[src/rtl/llsc_pkg.sv]
package llsc_pkg;

   typedef enum logic [1:0] {
      OP_LOAD  = 2'd0,
      OP_STORE = 2'd1,
      OP_LINK  = 2'd2,
      OP_COND  = 2'd3
   } mem_op_e;

endpackage

[src/rtl/llsc_rsv_slot.sv]
module llsc_rsv_slot #(
   parameter int NREQ = 4,
   parameter int WAW  = 30,
   parameter int SELF = 0
) (
   input  logic                 clk,
   input  logic                 rst_n,
   input  logic                 link_set,
   input  logic                 cond_seen,
   input  logic [WAW-1:0]       own_waddr,
   input  logic [NREQ-1:0]      st_en,
   input  logic [NREQ-1:0]      sc_en,
   input  logic [NREQ*WAW-1:0]  lane_waddr,
   input  logic                 ext_en,
   input  logic [WAW-1:0]       ext_waddr,
   output logic                 rsv_v,
   output logic [WAW-1:0]       rsv_waddr,
   output logic                 plain_hit
);

   function automatic logic foreign_hit(input logic [NREQ-1:0]     en,
                                        input logic [NREQ*WAW-1:0] addrs,
                                        input logic [WAW-1:0]      cmp);
      logic h;
      h = 1'b0;
      for (int j = 0; j < NREQ; j++) begin
         if (j != SELF && en[j] && addrs[j*WAW +: WAW] == cmp) h = 1'b1;
      end
      return h;
   endfunction

   logic hit_rsv_plain;
   logic hit_rsv_cond;
   logic hit_new_any;

   always_comb begin
      hit_rsv_plain = foreign_hit(st_en, lane_waddr, rsv_waddr) |
                      (ext_en && ext_waddr == rsv_waddr);
      hit_rsv_cond  = foreign_hit(sc_en, lane_waddr, rsv_waddr);
      hit_new_any   = foreign_hit(st_en, lane_waddr, own_waddr) |
                      foreign_hit(sc_en, lane_waddr, own_waddr) |
                      (ext_en && ext_waddr == own_waddr);
   end

   assign plain_hit = hit_rsv_plain;

   always_ff @(posedge clk or negedge rst_n) begin
      if (!rst_n) begin
         rsv_v     <= 1'b0;
         rsv_waddr <= '0;
      end else if (link_set) begin
         rsv_v     <= !hit_new_any;
         rsv_waddr <= own_waddr;
      end else if (cond_seen) begin
         rsv_v     <= 1'b0;
      end else if (hit_rsv_plain || hit_rsv_cond) begin
         rsv_v     <= 1'b0;
      end
   end


   snoop_kill_chk: assert property (@(posedge clk) disable iff (!rst_n)
      (ext_en && rsv_v && ext_waddr == rsv_waddr && !link_set) |=> !rsv_v);


   link_race_chk: assert property (@(posedge clk) disable iff (!rst_n)
      (link_set && ext_en && ext_waddr == own_waddr) |=> !rsv_v);

endmodule

[src/rtl/llsc_cond_arb.sv]
module llsc_cond_arb #(
   parameter int NREQ      = 4,
   parameter int WAW       = 30,
   parameter bit LOW_FIRST = 1'b1
) (
   input  logic [NREQ-1:0]     cand,
   input  logic [NREQ*WAW-1:0] waddr,
   output logic [NREQ-1:0]     win
);

   for (genvar g = 0; g < NREQ; g++) begin : g_lane
      logic blocked;
      if (LOW_FIRST) begin : g_low
         always_comb begin
            blocked = 1'b0;
            for (int k = 0; k < g; k++) begin
               if (cand[k] && waddr[k*WAW +: WAW] == waddr[g*WAW +: WAW]) blocked = 1'b1;
            end
         end
      end else begin : g_high
         always_comb begin
            blocked = 1'b0;
            for (int k = g + 1; k < NREQ; k++) begin
               if (cand[k] && waddr[k*WAW +: WAW] == waddr[g*WAW +: WAW]) blocked = 1'b1;
            end
         end
      end
      assign win[g] = cand[g] && !blocked;
   end

endmodule

[src/rtl/llsc_monitor.sv]
module llsc_monitor #(
   parameter int NREQ      = 4,
   parameter int AW        = 32,
   parameter int DW        = 32,
   parameter bit LOW_FIRST = 1'b1
) (
   input  logic                 clk,
   input  logic                 rst_n,
   input  logic [NREQ-1:0]      lane_valid,
   input  logic [2*NREQ-1:0]    lane_op,
   input  logic [AW*NREQ-1:0]   lane_addr,
   input  logic                 ext_wr_valid,
   input  logic [AW-1:0]        ext_wr_addr,
   output logic [NREQ-1:0]      wr_permit,
   output logic [NREQ-1:0]      result_valid,
   output logic [DW*NREQ-1:0]   result_word
);
   import llsc_pkg::*;

   localparam int OFS = $clog2(DW / 8);
   localparam int WAW = AW - OFS;

   if (NREQ < 1) begin : g_bad_nreq
      $error("llsc_monitor: NREQ must be at least 1");
   end
   if (DW < 8 || (DW % 8) != 0 || (1 << OFS) != DW / 8) begin : g_bad_dw
      $error("llsc_monitor: DW must be a power-of-two number of bytes");
   end
   if (WAW < 1) begin : g_bad_aw
      $error("llsc_monitor: AW too small for DW");
   end

   logic [NREQ-1:0]     is_st, is_ll, is_sc;
   logic [NREQ-1:0]     rsv_v, plain_hit, cand, win;
   logic [NREQ*WAW-1:0] lane_waddr, rsv_waddr_all;
   logic [WAW-1:0]      ext_waddr;

   assign ext_waddr = ext_wr_addr[AW-1:OFS];

   if (OFS > 0) begin : g_ext_lsb
      logic unused_ext_lsb;
      assign unused_ext_lsb = ^ext_wr_addr[OFS-1:0];
   end

   for (genvar g = 0; g < NREQ; g++) begin : g_lane
      mem_op_e op_g;
      assign op_g  = mem_op_e'(lane_op[2*g +: 2]);
      assign is_st[g] = lane_valid[g] && op_g == OP_STORE;
      assign is_ll[g] = lane_valid[g] && op_g == OP_LINK;
      assign is_sc[g] = lane_valid[g] && op_g == OP_COND;
      assign lane_waddr[g*WAW +: WAW] = lane_addr[g*AW + OFS +: WAW];

      if (OFS > 0) begin : g_lsb
         logic unused_lane_lsb;
         assign unused_lane_lsb = ^lane_addr[g*AW +: OFS];
      end

      llsc_rsv_slot #(.NREQ(NREQ), .WAW(WAW), .SELF(g)) u_slot (
         .clk        (clk),
         .rst_n      (rst_n),
         .link_set   (is_ll[g]),
         .cond_seen  (is_sc[g]),
         .own_waddr  (lane_waddr[g*WAW +: WAW]),
         .st_en      (is_st),
         .sc_en      (win),
         .lane_waddr (lane_waddr),
         .ext_en     (ext_wr_valid),
         .ext_waddr  (ext_waddr),
         .rsv_v      (rsv_v[g]),
         .rsv_waddr  (rsv_waddr_all[g*WAW +: WAW]),
         .plain_hit  (plain_hit[g])
      );

      assign cand[g] = is_sc[g] && rsv_v[g] && !plain_hit[g] &&
                       rsv_waddr_all[g*WAW +: WAW] == lane_waddr[g*WAW +: WAW];

      assign wr_permit[g] = is_st[g] | win[g];

      logic          res_v_q;
      logic [DW-1:0] res_w_q;
      always_ff @(posedge clk or negedge rst_n) begin
         if (!rst_n) begin
            res_v_q <= 1'b0;
            res_w_q <= '0;
         end else begin
            res_v_q <= is_sc[g];
            res_w_q <= {{(DW-1){1'b0}}, win[g]};
         end
      end
      assign result_valid[g]          = res_v_q;
      assign result_word[g*DW +: DW]  = res_w_q;


      reset_empty_chk: assert property (@(posedge clk) disable iff (!rst_n)
         $rose(rst_n) |-> !rsv_v[g]);


      cond_clears_own_chk: assert property (@(posedge clk) disable iff (!rst_n)
         is_sc[g] |=> !rsv_v[g]);


      status_format_chk: assert property (@(posedge clk) disable iff (!rst_n)
         result_valid[g] |-> result_word[g*DW + 1 +: DW-1] == '0);


      permit_needs_rsv_chk: assert property (@(posedge clk) disable iff (!rst_n)
         (lane_valid[g] && lane_op[2*g +: 2] != 2'd1 && wr_permit[g]) |->
         (lane_op[2*g +: 2] == 2'd3 && rsv_v[g]));
   end

   llsc_cond_arb #(.NREQ(NREQ), .WAW(WAW), .LOW_FIRST(LOW_FIRST)) u_arb (
      .cand  (cand),
      .waddr (lane_waddr),
      .win   (win)
   );

   for (genvar a = 0; a < NREQ; a++) begin : g_pa
      for (genvar b = a + 1; b < NREQ; b++) begin : g_pb

         single_winner_chk: assert property (@(posedge clk) disable iff (!rst_n)
            (win[a] && win[b]) |-> lane_waddr[a*WAW +: WAW] != lane_waddr[b*WAW +: WAW]);
      end
   end

endmodule

[config.mk]
export PLATFORM = sky130hd
export DESIGN_NAME = llsc_monitor
export DESIGN_NICKNAME = d
export VERILOG_FILES = /design/src/rtl/llsc_pkg.sv /design/src/rtl/llsc_rsv_slot.sv /design/src/rtl/llsc_cond_arb.sv /design/src/rtl/llsc_monitor.sv
export SDC_FILE = /design/constraint.sdc
export NUM_CORES = 1
export LEC_CHECK = 0
export BUFFER_PORTS_ARGS = -buffer_cell sky130_fd_sc_hd__buf_2
export CORE_ASPECT_RATIO = 2
export CORE_MARGIN = 3
export CORE_UTILIZATION = 50
export CTS_BUF_LIST = sky130_fd_sc_hd__clkbuf_8
export DETAILED_ROUTE_END_ITERATION = 8
export PLACE_DENSITY = 0.75
export SLEW_MARGIN = 40
export SYNTH_ARGS = -nofsm -noshare
export SYNTH_HDL_FRONTEND = slang
export SYNTH_SLANG_ARGS = --single-unit
[constraint.sdc]
create_clock -name clk -period 2.5 [get_ports clk]
set_input_delay 0.125 -clock clk [delete_from_list [all_inputs] [get_ports clk]]
set_output_delay 0.125 -clock clk [all_outputs]
set_load 0.005 [all_outputs]
==> flow_metrics.env, run 1 <==
export IMPL_cts_made_buffers=17
export IMPL_yosysWarnings=0
export IMPL_mappedNetlistArea_um2=18200
export IMPL_cts_buffer_depth=2
export IMPL_overflow=15
export IMPL_yosysUniqueCellTypes=64
export IMPL_pin_count=311
export IMPL_synthArstFlopShare=1.00
export IMPL_grt_pass1_vias=22815
export IMPL_synth_ff_type="dfrtp_1"
export IMPL_grt_pass1_wl_um=188000
export IMPL_synth_edf_count=0
export IMPL_die_width_um=141
export IMPL_yosysSeqAreaShare=0.181
export IMPL_synthCells=2118
export IMPL_io_buffers=176
export IMPL_status="aborted with a tool error"
export IMPL_error_line="[ERROR GRT-0116] Global routing finished with congestion. Check the congestion regions in the DRC Viewer."
export IMPL_lastStage="global routing (5_1_grt)"
export IMPL_rows=98
export IMPL_clock_sinks=132
export IMPL_synth_seq_cells=132
export IMPL_fp_dieH_um=276
export IMPL_grt_max_degree=58
export IMPL_htreeDepth=4
export IMPL_start_util=0.509
export IMPL_syn_avg_cell_area_um2=8.60
export IMPL_hpwl_um=98300
export IMPL_post_place_ws_ps=-881
export IMPL_cts_root_buffer="clkbuf_8"
export IMPL_routabilityCongestion=1.32
export IMPL_dp_cells=3204
export IMPL_grt_usage=0.687
-- logic make-up after synthesis --
family | share of synthesized area
AOI/OAI and AO/OA | 0.0227
xor gates and xnor gates | 0.434
buffers and inverters | 0.125
DFF | 0.181
muxes | 0.0742
other | 0.000206
and+or+nand+nor | 0.162
-- metal layers --
metal,GRT usage,GRT overflow
met1,0.700,0
met2,0.895,8
met3,0.424,0
met4,0.736,7
met5,0.108,0
-- stage by stage --
stage / TNS [ps] / instance area (um^2)
CTS: -5200 / 26400
detailed placement: -5650 / 24800
global placement: -5220 / 24800
floorplan: -214 / 18900
-- Yosys cell counts, types with 3 or more instances --
cell / count / area [um^2]
o21ai_0: 3 / 15.0
buf_6: 3 / 33.8
and3b_1: 4 / 35.0
buf_1: 9 / 33.8
nor4b_1: 4 / 35.0
a211o_1: 3 / 26.3
or2_2: 4 / 25.0
buf_4: 130 / 976
a32oi_1: 3 / 26.3
buf_2: 149 / 746
a21o_1: 5 / 37.5
a21oi_1: 7 / 35.0
and3_1: 6 / 37.5
a211oi_1: 3 / 22.5
a221oi_1: 3 / 26.3
and2_1: 5 / 31.3
nand2_1: 40 / 150
or3b_2: 4 / 35.0
nand3_1: 29 / 145
inv_1: 6 / 22.5
xor2_1: 390 / 3420
mux2_2: 120 / 1350
nand4_1: 153 / 957
nor2_1: 28 / 105
and4_1: 8 / 70.1
dfrtp_1: 132 / 3300
or4_1: 15 / 113
xnor2_1: 511 / 4480
nor4_1: 146 / 913
clkbuf_1: 122 / 458
nor3_1: 26 / 130
nand3b_1: 6 / 45.0
nand4b_1: 4 / 35.0
-- repair_timing --
action,in CTS
hold buffers,5
pin swaps,53
gates resized for setup,160
setup buffers,58
endpoints found under the hold margin,136
setup endpoints to repair,12
==> run 2, diff against run 1 <==
--- a/config.mk
+++ b/config.mk
@@ -6,12 +6,10 @@
 export NUM_CORES = 1
 export LEC_CHECK = 0
 export BUFFER_PORTS_ARGS = -buffer_cell sky130_fd_sc_hd__buf_2
-export CORE_ASPECT_RATIO = 2
 export CORE_MARGIN = 3
-export CORE_UTILIZATION = 50
-export CTS_BUF_LIST = sky130_fd_sc_hd__clkbuf_8
+export CORE_UTILIZATION = 35
 export DETAILED_ROUTE_END_ITERATION = 8
-export PLACE_DENSITY = 0.75
+export PLACE_DENSITY_LB_ADDON = 0.15
 export SLEW_MARGIN = 40
 export SYNTH_ARGS = -nofsm -noshare
 export SYNTH_HDL_FRONTEND = slang
==> constraint.sdc (replaced) <==
create_clock -name clk -period 3.2 [get_ports clk]
set_input_delay 0.16 -clock clk [delete_from_list [all_inputs] [get_ports clk]]
set_output_delay 0.16 -clock clk [all_outputs]
set_load 0.005 [all_outputs]
==> run 2 against run 1 <==
The flow now finishes, with violations (setup timing). Synthesized cell count unchanged. Synthesized area unchanged.
==> flow_metrics.env, run 2 <==
export IMPL_status="finished with violations"
export IMPL_violations="setup timing"
export IMPL_cp_data_required_time_ps=3040
export IMPL_routabilityCongestion=1.19
export IMPL_cts_root_buffer="clkbuf_16"
export IMPL_io_buffers=176
export IMPL_m1WireLength_um=48500
export IMPL_grt_max_degree=57
export IMPL_wire_per_inst_um=40.6
export IMPL_wl_met3_um=16000
export IMPL_die_width_um=234
export IMPL_num_nets_final=2627
export IMPL_fin_hold_ws_ps=40.1
export IMPL_synthArstFlopShare=1.00
export IMPL_final_cell_count_no_fill=3143
export IMPL_fin_crit_sh=1.04
export IMPL_synthCells=2118
export IMPL_clk_pin_slew_ps=70
export IMPL_cts_made_buffers=17
export IMPL_ir_worst_vdd_v=0.000470
export IMPL_maxCapViolations=0
export IMPL_criticalPathCategory="flip-flop to output pin"
export IMPL_overflow=0
export IMPL_finalHoldViolCount=0
export IMPL_ff2ff_path_depth=13
export IMPL_core_um2=50800
export IMPL_htreeDepth=4
export IMPL_met2_length_um=51400
export IMPL_largest_reg_flops=120
export IMPL_clock_sinks=132
export IMPL_synth_ff_type="dfrtp_1"
export IMPL_cts_buffer_depth=2
export IMPL_synth_common_cells="xnor2_1, xor2_1, nand4_1"
export IMPL_worstSetupEndpointType="output pin"
export IMPL_syn_avg_cell_area_um2=8.60
export IMPL_cp_endpoint="wr_permit[3]"
export IMPL_fin_worst_skew_ps=17.8
export IMPL_yosysUniqueCellTypes=64
export IMPL_max_freq_ghz=0.300
export IMPL_start_kind="flip-flop"
export IMPL_fin_ws_ps=-129
export IMPL_fp_dieH_um=234
export IMPL_slew_violations=0
export IMPL_ant_nets=0
export IMPL_reg2reg_from="g_lane[3].u_slot.rsv_waddr[12]"
export IMPL_post_route_min_period_ps=3330
export IMPL_vias=19151
export IMPL_synth_top_cell_by_area="xnor2_1"
export IMPL_syn_to_final_growth_pct=25.7
export IMPL_yosysSeqAreaShare=0.181
export IMPL_antenna_found_initial=4
export IMPL_clock_latency_ps=510
export IMPL_grt_pass1_vias=17783
export IMPL_mappedNetlistArea_um2=18200
export IMPL_timing_reg2reg_setup_slack_ps=40
export IMPL_tightest_slew_ps=910
export IMPL_tritoncts="done"
export IMPL_drc=0
export IMPL_rows=82
export IMPL_synth_top_area_frac=0.246
export IMPL_start_util=0.359
export IMPL_finalWirelength_um=127000
export IMPL_p_leak_nw=9.13
export IMPL_grt_usage=0.458
export IMPL_rsz0062_at_grt="yes"
export IMPL_synth_most_common_cell="xnor2_1"
export IMPL_final_cell_mix="xnor2_1, buf_4, xor2_1"
export IMPL_synth_edf_count=0
export IMPL_slew_headroom=0.391
export IMPL_layout_drive_gt1_share=0.367
export IMPL_worstReg2RegEnd="g_lane[2].u_slot.rsv_v"
export IMPL_regMostFlops="g_lane.u_slot.rsv_waddr"
export IMPL_dr_pass1_iters=9
export IMPL_grt_pass1_wl_um=165000
export IMPL_mostFrequentLayoutCell="xnor2_1"
export IMPL_pin_count=311
export IMPL_yosysWarnings=0
export IMPL_worstPathArrival_ps=3170
export IMPL_worstSetupStartpoint="g_lane[3].u_slot.rsv_waddr[12]"
export IMPL_synth_area_top_cells="xnor2_1, xor2_1, dfrtp_1"
export IMPL_dieArea_um2=54800
export IMPL_postLayoutCoreUtil=0.451
export IMPL_synth_seq_cells=132
export IMPL_via_per_inst=6.09
export IMPL_power_density_nw_per_um2=448
export IMPL_hpwl_um=99000
export IMPL_dp_cells=3052
export IMPL_drtIter0Drc=2760
export IMPL_top_layer_used="met5"
export IMPL_crit_fanout=5
export IMPL_finalSetupViolations=2
export IMPL_min_path_type="input port to flip-flop"
-- run 2: cell counts after synthesis --
No cell type changed its count.
-- run 2: worst max-delay path, stage by stage (launching register included) --
cell and delay, ps:
dfrtp_1 390, buf_4 210, xor2_2 170, nor2_1 60, and3b_1 170, nand4_1 160
nand4_1 180, or4_4 610, a211o_1 260, a21o_1 180, nand2_2 140, buf_6 120
-- run 2: layer usage --
metal,up-vias,track usage
met4,2,0.324
met1,9440,0.580
met2,1688,0.652
met5,-,0
li1,7525,-
met3,496,0.152
-- run 2: layout make-up --
| cell class | count | area, um^2 |
|---|---|---|
| Multi-Input combinational cell | 1689 | 13500 |
| Sequential cell | 132 | 3410 |
| Clock inverter | 12 | 204 |
| Antenna cell | 6 | 15.0 |
| Fill cell | 5086 | 27900 |
| Timing Repair Buffer | 606 | 4500 |
| Tap cell | 672 | 841 |
| Clock buffer | 20 | 437 |
| Inverter | 6 | 22.5 |
-- run 2: worst min path at each step --
stage          slack, ps     startpoint  depth (start not counted)                        endpoint
3_5_place_dp         130          rst_n                          1  g_lane[0].u_slot.rsv_waddr[12]
3_3_place_gp         130          rst_n                          1  g_lane[0].u_slot.rsv_waddr[12]
2_1_floorplan       -140          rst_n                          0               g_lane[0].res_v_q
6_report              40  lane_addr[72]                          2   g_lane[2].u_slot.rsv_waddr[6]
5_1_grt               30  lane_addr[72]                          2   g_lane[2].u_slot.rsv_waddr[6]
4_1_cts               30  lane_addr[72]                          2   g_lane[2].u_slot.rsv_waddr[6]
-- run 2: metrics by stage --
step	setup slack [ps]	area [um^2]	power, mW	TNS, ps
floorplan	508	18700	5.46	0
global placement	-164	21300	7.36	-178
detailed placement	-44.6	21300	7.36	-50.0
CTS	-55.2	22600	9.94	-98.0
global route	-231	22900	10.5	-583
finish	-129	22900	10.2	-223
-- run 2: cell families after synthesis --
family,Yosys count,share of synthesized area
and+or+nand+nor,492,0.162
AOI/OAI and AO/OA,51,0.0227
DFF,132,0.181
other,1,0.000206
buffers and inverters,420,0.125
xor gates and xnor gates,902,0.434
muxes,120,0.0742
-- run 2: report_power, final --
part           total, mW  leakage [nW]  internal [mW]  switching, mW
clock network       2.32         0.301           1.38          0.935
registers           2.94          1.48           2.00          0.940
logic               5.00          7.35           2.23           2.77
-- run 2: timing repair --
item | CTS | global route
hold buffers | 3 | 0
setup buffers | 33 | 18
endpoints found under the setup margin | 6 | 6
resized for setup | 111 | 40
pin swaps | 24 | 20
endpoints found under the hold margin | 47 | 0
cloned | 0 | 0
Note: power is estimated with default switching activity, not from simulation.
==> run 3, diff against run 2 <==
--- a/config.mk
+++ b/config.mk
@@ -6,10 +6,12 @@
 export NUM_CORES = 1
 export LEC_CHECK = 0
 export BUFFER_PORTS_ARGS = -buffer_cell sky130_fd_sc_hd__buf_2
-export CORE_MARGIN = 3
+export CAP_MARGIN = 20
+export CORE_MARGIN = 5
 export CORE_UTILIZATION = 35
 export DETAILED_ROUTE_END_ITERATION = 8
 export PLACE_DENSITY_LB_ADDON = 0.15
+export SKIP_LAST_GASP = 1
 export SLEW_MARGIN = 40
 export SYNTH_ARGS = -nofsm -noshare
 export SYNTH_HDL_FRONTEND = slang
==> run 3 against run 2 <==
Register-to-register slack worse by 160 ps. Final area up 1.7%. Utilization up 0.21 points. Sequential cell count unchanged. The run still ends with setup timing left. Non-clock buffer count up 19. Largest power group unchanged.
==> flow_metrics.env, run 3 (synthesis gave the netlist of run 2 again) <==
export IMPL_core_um2=51400
export IMPL_post_place_ws_ps=-224
export IMPL_io_buffers=176
export IMPL_clk_pin_slew_ps=60
export IMPL_postLayoutCellArea_um2=23300
export IMPL_min_path_cells=2
export IMPL_finalHoldViolCount=0
export IMPL_crit_fanout=6
export IMPL_drtIter0Drc=3117
export IMPL_clock_latency_ps=500
export IMPL_clkPwrFrac=0.204
export IMPL_p_leak_nw=9.42
export IMPL_tritoncts="done"
export IMPL_final_cell_mix="xnor2_1, xor2_1, buf_4"
export IMPL_grt_max_degree=59
export IMPL_cts_buffer_depth=2
export IMPL_die_width_um=238
export IMPL_finalWirelength_um=125000
export IMPL_maxCapViolations=0
export IMPL_fin_worst_skew_ps=13.8
export IMPL_routabilityCongestion=1.15
export IMPL_worstPathArrival_ps=3280
export IMPL_slew_headroom=0.422
export IMPL_drc=0
export IMPL_criticalPathCategory="flip-flop to output pin"
export IMPL_slew_violations=0
export IMPL_regMostFlops="g_lane.u_slot.rsv_waddr"
export IMPL_clock_sinks=132
export IMPL_ff2ff_path_depth=10
export IMPL_hpwl_um=96800
export IMPL_ir_worst_vdd_v=0.000436
export IMPL_syn_to_final_growth_pct=27.9
export IMPL_final_cell_count_no_fill=3164
export IMPL_worstSetupEndpointType="output pin"
export IMPL_min_path_type="input port to flip-flop"
export IMPL_power_switching_mw=4.54
export IMPL_timing_reg2reg_setup_slack_ps=-120
export IMPL_largest_reg_flops=120
export IMPL_power_density_nw_per_um2=432
export IMPL_dr_pass1_iters=8
export IMPL_cp_data_required_time_ps=3040
export IMPL_rows=83
export IMPL_cts_made_buffers=17
export IMPL_via_per_inst=6.14
export IMPL_finalSetupViolations=3
export IMPL_fp_dieH_um=238
export IMPL_violations="setup timing"
export IMPL_overflow=0
export IMPL_ant_nets=0
export IMPL_tightest_slew_ps=867
export IMPL_placed_area_um2=21800
export IMPL_fin_setup_tns_ps=-565
export IMPL_vias=19431
export IMPL_max_freq_ghz=0.291
export IMPL_dieArea_um2=56700
export IMPL_cts_root_buffer="clkbuf_16"
export IMPL_num_nets_final=2646
export IMPL_htreeDepth=4
export IMPL_power_frac_comb=0.528
export IMPL_fin_crit_sh=1.07
export IMPL_rsz0062_at_grt="yes"
export IMPL_antenna_found_initial=1
export IMPL_pin_count=311
export IMPL_status="finished with violations"
export IMPL_switching_share=0.452
export IMPL_mostFrequentLayoutCell="xnor2_1"
export IMPL_layout_drive_gt1_share=0.356
export IMPL_start_kind="flip-flop"
export IMPL_grt_pass1_wl_um=164000
export IMPL_fin_ws_ps=-236
export IMPL_p_seq_frac=0.268
export IMPL_post_route_min_period_ps=3440
export IMPL_start_util=0.354
export IMPL_wire_per_inst_um=39.6
export IMPL_total_power_mw=10.1
export IMPL_grt_usage=0.425
export IMPL_grt_pass1_vias=18557
export IMPL_dp_cells=3082
export IMPL_intPower_mw=5.51
[run 3: changes by cell type in the layout (fill, tap and decap cells not counted), moves of 3 or more]
cell | previous run | this run
dfrtp_1 | 48 | 95
dfrtp_2 | 84 | 37
buf_12 | 28 | 53
buf_4 | 396 | 388
xnor2_2 | 6 | 12
diode_2 | 6 | 1
xnor2_1 | 504 | 499
clkinv_2 | 1 | 5
bufinv_16 | 5 | 2
or4_1 | 12 | 9
or4_4 | 3 | 6
[run 3: area by class of cell]
class | count | area [um^2]
antenna | 1 | 2.50
clock buffer | 21 | 460
clock inverter | 10 | 108
fill | 5130 | 28100
inverter | 6 | 22.5
multi-input combinational | 1689 | 13500
sequential | 132 | 3350
tap | 680 | 851
timing repair buffer | 625 | 4950
[run 3: what timing repair did]
| item | 4_1_cts | 5_1_grt |
|---|---|---|
| gates resized for setup | 85 | 26 |
| setup endpoints to repair | 9 | 7 |
| buffers inserted | 38 | 9 |
| pin swaps | 32 | 14 |
| hold buffers | 5 | 0 |
| hold endpoints to repair | 53 | 0 |
[run 3: power groups by stage]
stage	Combinational, mW	Sequential (mW)	Clock (mW)
floorplan	3.42	2.04	0
global placement	4.76	2.72	0
detailed placement	4.75	2.73	0
CTS	5.06	2.66	2.09
global route	5.46	2.70	2.13
finish	5.31	2.69	2.06
[run 3: per-layer routing]
metal	wire (um)	vias to the layer above	track usage
li1	-	7559	-
met1	47200	9532	0.541
met2	49800	1731	0.601
met3	15600	607	0.122
met4	12700	2	0.331
met5	10	-	0
[run 3: worst paths after layout]
| kind | from | to |
|---|---|---|
| worst max-delay path | g_lane[2].u_slot.rsv_waddr[8] | wr_permit[3] |
| worst min-delay path | lane_addr[12] | g_lane[0].u_slot.rsv_waddr[10] |
| worst max register to register | g_lane[2].u_slot.rsv_waddr[8] | g_lane[2].u_slot.rsv_v |
| worst min register to register | g_lane[0].u_slot.rsv_waddr[7] | g_lane[0].u_slot.rsv_waddr[7] |
| max in group asynchronous | rst_n | g_lane[2].u_slot.rsv_waddr[10] |
| min in group asynchronous | rst_n | g_lane[0].u_slot.rsv_waddr[9] |
[run 3: through the flow]
stage,hold slack [ps],util
3_5_place_dp,166,0.424
2_1_floorplan,-136,-
3_3_place_gp,169,0.424
6_report,36.9,0.453
4_1_cts,1.57,0.449
5_1_grt,24.0,0.453
[run 3: critical path, cell delays in order (launching register included)]
cell     delay, ps
dfrtp_1        690
xnor2_1        180
nand4_1        120
nor4_1         310
nand4_1        310
o221a_2        400
a211o_1        340
a21o_4         240
nand2_4         70
buf_6           90
==> run 4, diff against run 3 <==
--- a/config.mk
+++ b/config.mk
@@ -8,7 +8,7 @@
 export BUFFER_PORTS_ARGS = -buffer_cell sky130_fd_sc_hd__buf_2
 export CAP_MARGIN = 20
 export CORE_MARGIN = 5
-export CORE_UTILIZATION = 35
+export CORE_UTILIZATION = 24
 export DETAILED_ROUTE_END_ITERATION = 8
 export PLACE_DENSITY_LB_ADDON = 0.15
 export SKIP_LAST_GASP = 1
==> run 4 against run 3 <==
The run still ends with setup timing left. Largest cell class unchanged. Sequential share of layout area shrank 0.27 points. Global-route usage down 11 points. Non-clock buffer count grew 27.
==> flow_metrics.env, run 4 (synthesis gave the netlist of run 2 again) <==
export IMPL_clkPwrFrac=0.215
export IMPL_switching_share=0.455
export IMPL_tritoncts="done"
export IMPL_power_switching_mw=4.72
export IMPL_slew_violations=0
export IMPL_dp_cells=3382
export IMPL_tightest_slew_ps=792
export IMPL_fin_setup_tns_ps=-101
export IMPL_min_path_cells=3
export IMPL_clock_latency_ps=520
export IMPL_wire_per_inst_um=38.2
export IMPL_cts_buffer_depth=2
export IMPL_hold_path_end="g_lane[2].res_v_q"
export IMPL_intPower_mw=5.65
export IMPL_fp_dieH_um=285
export IMPL_postLayoutCoreUtil=0.318
export IMPL_start_util=0.241
export IMPL_worstPathArrival_ps=3140
export IMPL_timing_reg2reg_setup_slack_ps=0
export IMPL_violations="setup timing"
export IMPL_rows=101
export IMPL_vias=18970
export IMPL_core_um2=75600
export IMPL_antenna_found_initial=2
export IMPL_fin_crit_sh=1.03
export IMPL_fin_worst_skew_ps=20.6
export IMPL_p_seq_frac=0.266
export IMPL_worstReg2RegEnd="g_lane[0].u_slot.rsv_v"
export IMPL_power_density_nw_per_um2=431
export IMPL_criticalPathCategory="flip-flop to output pin"
export IMPL_drc=0
export IMPL_pin_count=311
export IMPL_largest_reg_flops=120
export IMPL_ant_nets=0
export IMPL_mostFrequentLayoutCell="xnor2_1"
export IMPL_finalHoldViolCount=0
export IMPL_status="finished with violations"
export IMPL_clk_pin_slew_ps=70
export IMPL_p_leak_nw=9.51
export IMPL_overflow=0
export IMPL_cts_made_buffers=17
export IMPL_final_cell_mix="xnor2_1, buf_4, xor2_1"
export IMPL_start_kind="flip-flop"
export IMPL_grt_usage=0.314
export IMPL_syn_to_final_growth_pct=31.9
export IMPL_die_width_um=285
export IMPL_clock_sinks=132
export IMPL_max_freq_ghz=0.303
export IMPL_dieArea_um2=81500
export IMPL_final_cell_count_no_fill=3491
export IMPL_fin_hold_ws_ps=24.4
export IMPL_layout_drive_gt1_share=0.376
export IMPL_grt_pass1_wl_um=172000
export IMPL_maxCapViolations=0
export IMPL_ir_worst_vdd_v=0.000240
export IMPL_fillers=8004
export IMPL_rsz0062_at_grt="yes"
export IMPL_slew_headroom=0.470
export IMPL_regArea_um2=3390
export IMPL_cts_root_buffer="clkbuf_16"
export IMPL_fin_ws_ps=-101
export IMPL_dr_pass1_iters=7
export IMPL_finalWirelength_um=133000
export IMPL_ff2ff_path_depth=11
export IMPL_htreeDepth=4
export IMPL_num_nets_final=2673
export IMPL_io_buffers=176
export IMPL_power_frac_comb=0.519
export IMPL_hp_start="lane_op[5]"
export IMPL_grt_pass1_vias=18276
export IMPL_hpwl_um=104000
export IMPL_post_place_ws_ps=-296
export IMPL_min_path_type="input port to flip-flop"
export IMPL_multiInputGateArea_um2=13500
export IMPL_crit_fanout=5
export IMPL_finalSetupViolations=1
export IMPL_post_route_min_period_ps=3300
export IMPL_regMostFlops="g_lane.u_slot.rsv_waddr"
export IMPL_cp_data_required_time_ps=3040
export IMPL_grt_max_degree=59
export IMPL_drtIter0Drc=2520
export IMPL_routabilityCongestion=1.07
export IMPL_via_per_inst=5.43
export IMPL_worstSetupEndpointType="output pin"
export IMPL_reg2reg_from="g_lane[1].u_slot.rsv_waddr[7]"
## run 4: area by class of cell
class | count | share of cell area
Timing Repair Buffer | 652 | 0.218
Clock buffer | 18 | 0.0179
Sequential cell | 132 | 0.141
Tap cell | 978 | 0.0509
Inverter | 6 | 0.000938
Antenna cell | 2 | 0.000208
Clock inverter | 14 | 0.00745
Multi-Input combinational cell | 1689 | 0.563
## run 4: critical path: stages (launching register included)
cell	delay (ps)
dfrtp_2	510
xor2_1	210
nor4_1	330
nand2_1	250
nor4_4	380
nor4_2	90
buf_4	160
a211o_1	280
a21o_1	190
nand2_4	110
buf_6	110
## run 4: worst max path at each step
stage | startpoint | endpoint | slack [ps] | cells past startpoint
detailed placement | g_lane[1].u_slot.rsv_waddr[25] | g_lane[0].u_slot.rsv_v | -300 | 11
global placement | g_lane[1].u_slot.rsv_waddr[25] | g_lane[0].u_slot.rsv_v | -370 | 11
floorplan | g_lane[3].u_slot.rsv_waddr[27] | g_lane[2].u_slot.rsv_v | 510 | 9
finish | g_lane[2].u_slot.rsv_waddr[18] | wr_permit[3] | -100 | 10
CTS | g_lane[3].u_slot.rsv_waddr[22] | wr_permit[3] | -110 | 9
global route | g_lane[2].u_slot.rsv_waddr[27] | wr_permit[3] | -140 | 12
## run 4: power by group through the flow
stage                     Sequential (mW)  Combinational, mW  Clock (mW)
after floorplan                      2.04               3.42           0
after global placement               2.85               4.71           0
after detailed placement             2.84               4.73           0
after global routing                 2.77               5.58        2.32
after CTS                            2.80               4.94        2.26
final                                2.76               5.38        2.22
## run 4: stage by stage
step / instance area (um^2) / power, mW
after floorplan: 18700 / 5.46
after global placement: 22200 / 7.56
after detailed placement: 22200 / 7.57
after CTS: 23300 / 9.99
after global routing: 24000 / 10.7
final: 24000 / 10.4
## run 4: metal layers
layer / GRT usage / up-vias / routed length, um / share of wire
met5: 0 / - / 0 / 0
met4: 0.220 / 0 / 11900 / 0.089
met3: 0.0725 / 423 / 12700 / 0.096
met2: 0.480 / 1396 / 57100 / 0.43
met1: 0.391 / 9530 / 51500 / 0.39
li1: - / 7621 / - / -
## run 4: what timing repair did
action,4_1_cts,5_1_grt
hold buffers,1,0
endpoints found under the hold margin,56,0
setup buffers,24,53
setup endpoints to repair,7,5
resized for setup,83,69
pin swaps,17,43
